**src/rtl/freeze_pkg.sv**
```systemverilog
package freeze_pkg;

  // Strobes from control to datapath
  typedef struct packed {
    logic countEn;  // stack-write run counting allowed (request pending)
    logic btnEn;    // button qualification allowed (not frozen)
  } seqCtl_t;

  // Events from datapath to control
  typedef struct packed {
    logic longRelease; // qualified button release at a bus tick
    logic thirdWrite;  // final stack write of the entry run
  } seqEvt_t;

endpackage

```
**src/rtl/freeze_datapath.sv**
```systemverilog
module freeze_datapath
  import freeze_pkg::*;
#(
  parameter int unsigned BUS_KHZ     = 1000,
  parameter int unsigned HOLD_US     = 2,
  parameter int unsigned SYNC_STAGES = 2,
  parameter int unsigned RUN_LEN     = 3,
  parameter int unsigned ADDR_W      = 16,
  parameter logic [ADDR_W-1:0] PAGE_MASK = 16'hFF00,
  parameter logic [ADDR_W-1:0] PAGE_BASE = 16'h0100
) (
  input  logic              clk,
  input  logic              rst,
  input  logic              buttonRaw,
  input  logic [ADDR_W-1:0] busAddr,
  input  logic              busRnW,
  input  logic              busPhi2,
  input  seqCtl_t           ctl,
  output seqEvt_t           evt,
  output logic              buttonLevel
);

  localparam int unsigned HOLD_RAW = (BUS_KHZ * HOLD_US) / 1000;
  localparam int unsigned HOLD_CYC = (HOLD_RAW < 1) ? 1 : HOLD_RAW;
  localparam int unsigned HOLD_LIM = HOLD_CYC + 1;
  localparam int unsigned HOLD_W   = $clog2(HOLD_LIM + 1);
  localparam int unsigned RUN_W    = (RUN_LEN < 2) ? 1 : $clog2(RUN_LEN);

  // Button synchronizer chain
  logic [SYNC_STAGES-1:0] syncChain;

  generate
    for (genvar i = 0; i < SYNC_STAGES; i++) begin : g_sync
      if (i == 0) begin : g_first
        always_ff @(posedge clk) begin
          if (rst) syncChain[0] <= 1'b0;
          else     syncChain[0] <= buttonRaw;
        end
      end else begin : g_next
        always_ff @(posedge clk) begin
          if (rst) syncChain[i] <= 1'b0;
          else     syncChain[i] <= syncChain[i-1];
        end
      end
    end
  endgenerate

  assign buttonLevel = syncChain[SYNC_STAGES-1];

  // Bus cycle tick: phase seen high, now low
  logic phi2Prev;
  logic busTick;

  always_ff @(posedge clk) begin
    if (rst) phi2Prev <= 1'b0;
    else     phi2Prev <= busPhi2;
  end

  assign busTick = phi2Prev & ~busPhi2;

  // Stack-page write detection and run counter
  logic             isStackWr;
  logic [RUN_W-1:0] runCnt;
  logic             runLast;

  assign isStackWr = ~busRnW & ((busAddr & PAGE_MASK) == PAGE_BASE);
  assign runLast   = (runCnt == RUN_W'(RUN_LEN - 1));

  always_ff @(posedge clk) begin
    if (rst || !ctl.countEn) begin
      runCnt <= '0;
    end else if (busTick) begin
      if (isStackWr && !runLast) runCnt <= runCnt + RUN_W'(1);
      else                       runCnt <= '0;
    end
  end

  // Button hold counter, saturating one past the threshold
  logic [HOLD_W-1:0] holdCnt;
  logic              holdMet;

  assign holdMet = (holdCnt == HOLD_W'(HOLD_LIM));

  always_ff @(posedge clk) begin
    if (rst || !ctl.btnEn) begin
      holdCnt <= '0;
    end else if (busTick) begin
      if (!buttonLevel)  holdCnt <= '0;
      else if (!holdMet) holdCnt <= holdCnt + HOLD_W'(1);
    end
  end

  assign evt.longRelease = busTick & ctl.btnEn & ~buttonLevel & holdMet;
  assign evt.thirdWrite  = busTick & ctl.countEn & isStackWr & runLast;

endmodule

```
**src/rtl/freeze_control.sv**
```systemverilog
module freeze_control
  import freeze_pkg::*;
#(
  parameter int unsigned REL_BIT = 6
) (
  input  logic       clk,
  input  logic       rst,
  input  seqEvt_t    evt,
  input  logic       regWrite,
  input  logic [7:0] regData,
  output seqCtl_t    ctl,
  output logic       pending,
  output logic       done
);

  localparam logic [7:0] REL_MASK = 8'(1) << REL_BIT;

  logic releaseHit;
  assign releaseHit = regWrite & ((regData & REL_MASK) != 8'h00);

  always_ff @(posedge clk) begin
    if (rst) begin
      pending <= 1'b0;
      done    <= 1'b0;
    end else if (evt.thirdWrite) begin
      pending <= 1'b0;
      done    <= 1'b1;
    end else begin
      if (releaseHit)      done    <= 1'b0;
      if (evt.longRelease) pending <= 1'b1;
    end
  end

  assign ctl.countEn = pending;
  assign ctl.btnEn   = ~done;

endmodule

```
**src/rtl/freeze_sequencer.sv**
```systemverilog
module freeze_sequencer
  import freeze_pkg::*;
#(
  parameter int unsigned BUS_KHZ     = 1000,
  parameter int unsigned HOLD_US     = 2,
  parameter int unsigned SYNC_STAGES = 2,
  parameter int unsigned RUN_LEN     = 3,
  parameter int unsigned ADDR_W      = 16,
  parameter int unsigned REL_BIT     = 6
) (
  input  logic              clk,
  input  logic              rst,
  input  logic              buttonRaw,
  input  logic [ADDR_W-1:0] busAddr,
  input  logic              busRnW,
  input  logic              busPhi2,
  input  logic              regWrite,
  input  logic [7:0]        regData,
  output logic              irqReq,
  output logic              nmiReq,
  output logic              freezeActive,
  output logic              buttonDown
);

  localparam logic [ADDR_W-1:0] PAGE_MASK = {ADDR_W{1'b1}} << 8;
  localparam logic [ADDR_W-1:0] PAGE_BASE = ADDR_W'(16'h0100);

  seqCtl_t ctl;
  seqEvt_t evt;
  logic    pending;
  logic    done;

  freeze_datapath #(
    .BUS_KHZ    (BUS_KHZ),
    .HOLD_US    (HOLD_US),
    .SYNC_STAGES(SYNC_STAGES),
    .RUN_LEN    (RUN_LEN),
    .ADDR_W     (ADDR_W),
    .PAGE_MASK  (PAGE_MASK),
    .PAGE_BASE  (PAGE_BASE)
  ) u_dp (
    .clk        (clk),
    .rst        (rst),
    .buttonRaw  (buttonRaw),
    .busAddr    (busAddr),
    .busRnW     (busRnW),
    .busPhi2    (busPhi2),
    .ctl        (ctl),
    .evt        (evt),
    .buttonLevel(buttonDown)
  );

  freeze_control #(
    .REL_BIT(REL_BIT)
  ) u_ctl (
    .clk     (clk),
    .rst     (rst),
    .evt     (evt),
    .regWrite(regWrite),
    .regData (regData),
    .ctl     (ctl),
    .pending (pending),
    .done    (done)
  );

  assign irqReq       = pending;
  assign nmiReq       = pending;
  assign freezeActive = done;

endmodule

```
**config.mk**
```make
export PLATFORM = sky130hd
export DESIGN_NAME = freeze_sequencer
export DESIGN_NICKNAME = d
export VERILOG_FILES = /design/src/rtl/freeze_pkg.sv /design/src/rtl/freeze_datapath.sv /design/src/rtl/freeze_control.sv /design/src/rtl/freeze_sequencer.sv
export SDC_FILE = /design/constraint.sdc
export NUM_CORES = 1
export LEC_CHECK = 0
export CORE_MARGIN = 1.5
export CORE_UTILIZATION = 26
export DETAILED_ROUTE_END_ITERATION = 8
export SLEW_MARGIN = 20
export SYNTH_ARGS = -nofsm -noshare
export SYNTH_HDL_FRONTEND = slang
export SYNTH_HIERARCHICAL = 1
export SYNTH_SLANG_ARGS = --single-unit
export TNS_END_PERCENT = 50
```
**constraint.sdc**
```tcl
create_clock -name clk -period 1.8 [get_ports clk]
set_clock_uncertainty 0.2 [all_clocks]
set_input_delay 0.36 -clock clk [delete_from_list [all_inputs] [get_ports clk]]
set_output_delay 0.36 -clock clk [all_outputs]
set_load 0.02 [all_outputs]
```
==> results of run 1 <==
[cell usage after synthesis, drive strengths merged]
cell	n
buf	2
or3	1
a311oi	1
dfxtp	9
nand2b	3
nand4b	1
ha	2
nand4	3
a21oi	3
and2	1
o21ai	2
nand2	3
inv	3
nor2	3
nor2b	4
nor4b	1
nor3	3
and2b	1
or4b	1
nor4	1
o32ai	1
[area by class of cell]
class | count | area, um2
Multi-Input combinational cell | 35 | 244
Inverter | 3 | 11.3
Sequential cell | 9 | 180
Tap cell | 16 | 20.0
Timing Repair Buffer | 24 | 220
Fill cell | 155 | 857
Clock buffer | 4 | 26.3
[sequential cells by signal (all words and copies together), names as in the netlist]
name / cells
u_dp/phi2Prev: 1
u_dp/buttonLevel: 1
u_dp/runCnt: 2
u_dp/syncChain: 1
u_ctl/pending: 1
u_ctl/done: 1
u_dp/holdCnt: 2
[cells by family after synthesis]
logic type	Yosys count
adder cells (fa/ha/maj)	2
AO/OA/AOI/OAI	7
flip-flops	9
buffers and inverters	5
AND/OR/NAND/NOR	26
[routing by layer]
metal	routed length, um	share of wire	up-vias	global-route usage
li1	-	-	227	-
met1	414	0.46	186	0.119
met2	440	0.49	9	0.176
met3	45	0.050	0	0.0490
met4	0	0	0	0.0545
met5	0	0	-	0
[worst paths after layout]
check / from / endpoint / cells past startpoint
min reg2reg: u_dp/syncChain[0]$_SDFF_PP0_ / u_dp/buttonLevel$_SDFF_PP0_ / 1
max reg2reg: u_dp/holdCnt[0]$_SDFFE_PP0P_ / u_dp/holdCnt[0]$_SDFFE_PP0P_ / 3
max: busAddr[12] / u_ctl/done$_SDFFE_PP0P_ / 6
min: u_dp/syncChain[0]$_SDFF_PP0_ / u_dp/buttonLevel$_SDFF_PP0_ / 1
[power by group through the flow]
stage	clock (mW)	sequential [mW]	combinational [mW]
global route	0.177	0.206	0.0613
CTS	0.163	0.205	0.0564
floorplan	0	0.211	0.0117
global placement	0	0.210	0.0563
detailed placement	0	0.210	0.0570
finish	0.153	0.205	0.0571
[worst max-delay path, stage by stage]
cell and delay, ns:
clkdlybuf4s50_1 0.41, nor4_2 0.31, nand2_1 0.09, nor2_1 0.20, inv_1 0.08, a311oi_2 0.19
[repair_timing]
| item | CTS | global route |
|---|---|---|
| gates resized for setup | 4 | 1 |
| setup endpoints to repair | 4 | 1 |
| hold endpoints to repair | 0 | 0 |
| gates cloned | 0 | 0 |
[metrics by stage]
| stage | setup TNS [ns] | power [mW] | worst slack (ns) | instances | util |
|---|---|---|---|---|---|
| final | 0 | 0.416 | 0.139 | 91 | 0.450 |
| after global routing | 0 | 0.444 | 0.00281 | 91 | 0.450 |
| after CTS | 0 | 0.425 | 0.0731 | 91 | 0.446 |
| after detailed placement | -0.353 | 0.267 | -0.201 | 87 | 0.433 |
| after global placement | -0.318 | 0.266 | -0.193 | 87 | 0.433 |
| after floorplan | 0 | 0.222 | 0.291 | 49 | - |
==> reports/metrics.cfg, run 1 <==
[logic_synthesis]
yosys.cell_types.count = 22
synth_area_leaders = dfxtp_1 (41%), ha_1 (5.6%), nor2b_1 (5.6%)
yosysTopAreaCellShare = 0.406
syn-cell-area_um2 = 444
synth_xor_area_frac = 0
syn-instance-count = 49
synth_top_family_by_area = simple AND/OR/NAND/NOR gates
synth_seq_area_share = 0.406
muxShareOfSynthArea = 0
avgSynthCellArea_um2 = 9.06
ys_ff_latch = 9
synth_compound_area_frac = 0.110
synth-simple-area-share = 0.369
yosysWarnings = 6
synth_fa_ha_area_frac = 0.0563
syn-num-nets = 81
yosysTopAreaCell = dfxtp_1

[critical_path]
cp.required_ns = 1.77
arrival_ns = 1.63
critPathLaunchType = input port
end_kind = register
worst-path-max-fanout = 3
critPathKind = in2reg
regToRegSetupSlack_ns = 0.33

[grt]
grt_start_max_net_pins = 7
antenna_found_initial = 0
grt_pass1_wl_um = 1540
overflow = 0
track_usage = 0.109
grt_pass1_vias = 384

[sta]
worst-slew-pin-transition_ns = 0.256
setup_viol = 0
rsz0062_at_grt = false
fin_crit_sh = 0.923
slew_headroom = 0.827
slew_violations = 0
max_freq_mhz = 602
whs_ns = 0.239
hold_viol_final = 0
period_needed_ns = 1.66

[cts]
cts_setup_buffers = 0
clock-root-buffer = clkbuf_4
h-tree-depth = 1
cts_hold_buf = 0
cts_sinks = 9
clk_latency_ns = 0.26
tritoncts = yes
cts_buffers = 3
clkSlewWorstSetupHoldPaths_ns = 0.06
clockBufferDepth = 2

[power]
irDropWorstVdd_mv = 0.262
pwr-share-comb = 0.137
p_switching_mw = 0.0864
p_sw_frac = 0.208
leakagePower_nw = 0.267
p_int_mw = 0.329
p_per_area_nw_per_um2 = 592
seq_power_share = 0.494
clockPowerShare = 0.369

[placed_design]
dpl.hpwl_um = 750
gp_congestion = 0.754
dpl_cell_area_um2 = 674
port_buffers = 18

[floorplan]
io_pins = 34
start_util = 0.285
core_um2 = 1560
die_x_um = 44.3
dieArea_um2 = 1970
die_y_um = 44.3
rows = 14

[finish]
design_area_um2 = 702
nNetsFinal = 108
insertedDiodeCount = 0
syn2layout_area_growth_pct = 58.0
drive_above_1_share = 0.173
final_cell_mix = clkdlybuf4s50_1 (14), dfxtp_1 (9), buf_4 (6)
layout_commonest_cell = clkdlybuf4s50_1

[drt]
wl_per_cell_um = 9.90
vias_per_cell = 4.64
via_count = 422
dr.pass1.iters = 3
drcViolationCount = 0
antenna_left = 0
wl_um = 901
first_iter_violations = 4

[status]
status = finished clean

[job]
maxCapViolations = 0

[min_path]
worst_hold_path_type = reg2reg

No activity file was read; power rests on OpenSTA's default activity.
==> run 2, diff against run 1 <==
--- a/config.mk
+++ b/config.mk
@@ -5,9 +5,11 @@
 export SDC_FILE = /design/constraint.sdc
 export NUM_CORES = 1
 export LEC_CHECK = 0
+export CORE_ASPECT_RATIO = 0.9
 export CORE_MARGIN = 1.5
-export CORE_UTILIZATION = 26
+export CORE_UTILIZATION = 30
 export DETAILED_ROUTE_END_ITERATION = 8
+export PLACE_DENSITY = 0.74
 export SLEW_MARGIN = 20
 export SYNTH_ARGS = -nofsm -noshare
 export SYNTH_HDL_FRONTEND = slang
==> reports/metrics.cfg, run 2 (synthesized netlist as in run 1, its figures left out) <==
[critical_path]
critPathLaunchType = input port
regToRegSetupSlack_ns = 0.33
end_kind = register
crit-reg2reg-capture = u_dp/holdCnt[0]$_SDFFE_PP0P_
rr_worst_depth = 3
worst-path-max-fanout = 3
critPathKind = in2reg
r2r_start = u_dp/holdCnt[0]$_SDFFE_PP0P_
cp.required_ns = 1.77
arrival_ns = 1.64
critPathLaunch = busAddr[12]

[finish]
syn2layout_area_growth_pct = 59.2
largestRegisters = u_dp/holdCnt: 2 flops, u_dp/runCnt: 2 flops
layout_commonest_cell = clkdlybuf4s50_1
nNetsFinal = 109
final_cell_mix = clkdlybuf4s50_1 (14), dfxtp_1 (9), buf_4 (7)
drive_above_1_share = 0.184
insertedDiodeCount = 0

[grt]
track_usage = 0.131
overflow = 0
grt_pass1_wl_um = 1570
grt_pass1_vias = 391
grt_start_max_net_pins = 7
antenna_found_initial = 0

[placed_design]
gp_congestion = 0.653
port_buffers = 18
dpl.hpwl_um = 757

[power]
p_per_area_nw_per_um2 = 589
leakagePower_nw = 0.272
finalPower_mw = 0.416
irDropWorstVdd_mv = 0.428

[floorplan]
start_util = 0.340
die_x_um = 43.6
dieArea_um2 = 1720
io_pins = 34
rows = 12
core_um2 = 1310
die_y_um = 39.5

[job]
maxCapViolations = 0

[sta]
setup_viol = 0
slew_violations = 0
slew_headroom = 0.827
period_needed_ns = 1.67
worst-slew-pin-transition_ns = 0.258
fin_crit_sh = 0.929
setup_tns_ns = 0
hold_viol_final = 0
max_freq_mhz = 598
rsz0062_at_grt = false
whs_ns = 0.239

[cts]
clk_latency_ns = 0.26
h-tree-depth = 1
cts_setup_buffers = 0
cts_resized = 4
cts_hold_buf = 0
cts_sinks = 9
tritoncts = yes
clockBufferDepth = 2
clkSlewWorstSetupHoldPaths_ns = 0.05
clock-root-buffer = clkbuf_4
cts_buffers = 3

[drt]
first_iter_violations = 4
vias_per_cell = 4.79
antenna_left = 0
via_count = 431
wl_um = 911
dr.pass1.iters = 4
wl_per_cell_um = 10.1
drcViolationCount = 0

[min_path]
holdPathStages = 1
whs_endpoint = u_dp/buttonLevel$_SDFF_PP0_
hold_start = u_dp/syncChain[0]$_SDFF_PP0_
worst_hold_path_type = reg2reg

[status]
status = finished clean

[run 2: cell types whose count changed in the layout (fill, tap and decap cells not counted), sizes merged]
cell and change:
buf +1
[run 2: metal layers]
metal / track usage / wire length, um
met1: 0.146 / 430
met2: 0.213 / 414
met3: 0.0829 / 65
met4: 0.0227 / 0
met5: 0 / 0
[run 2: area by class of cell]
type / count / area [um2]
inverters: 3 / 11.3
flip-flops and latches: 9 / 180
well taps: 14 / 17.5
fillers: 122 / 599
multi-input cells: 35 / 244
repair buffers: 25 / 228
clock buffers: 4 / 26.3
[run 2: power by group]
part | switching, mW | internal [mW]
clock | 0.0684 | 0.0853
combinational | 0.0155 | 0.0414
sequential | 0.00272 | 0.203
total | 0.0867 | 0.329
[run 2: metrics by stage]
stage                     worst slack, ns  std cells  instance area, um2   util
after floorplan                     0.291         49                 444      -
after global placement             -0.152         86                 679  0.520
after detailed placement           -0.201         86                 679  0.520
after CTS                          0.0647         90                 701  0.536
after global routing               0.0298         90                 707  0.541
final                               0.129         90                 707  0.541
[run 2: how the worst max path moves through the flow]
stage / slack [ns] / endpoint / cells after the start
after floorplan: 0.29 / u_ctl/done$_SDFFE_PP0P_ / 5
after CTS: 0.06 / u_ctl/done$_SDFFE_PP0P_ / 6
final: 0.13 / u_ctl/done$_SDFFE_PP0P_ / 6
after detailed placement: -0.20 / u_ctl/done$_SDFFE_PP0P_ / 6
after global routing: 0.03 / u_ctl/done$_SDFFE_PP0P_ / 6
after global placement: -0.15 / u_ctl/done$_SDFFE_PP0P_ / 6
[run 2: worst max-delay path, cell delays in order]
cell and delay, ns:
clkdlybuf4s50_1 0.41, nor4_2 0.32, nand2_1 0.09, nor2_1 0.18, inv_1 0.07, a311oi_2 0.20
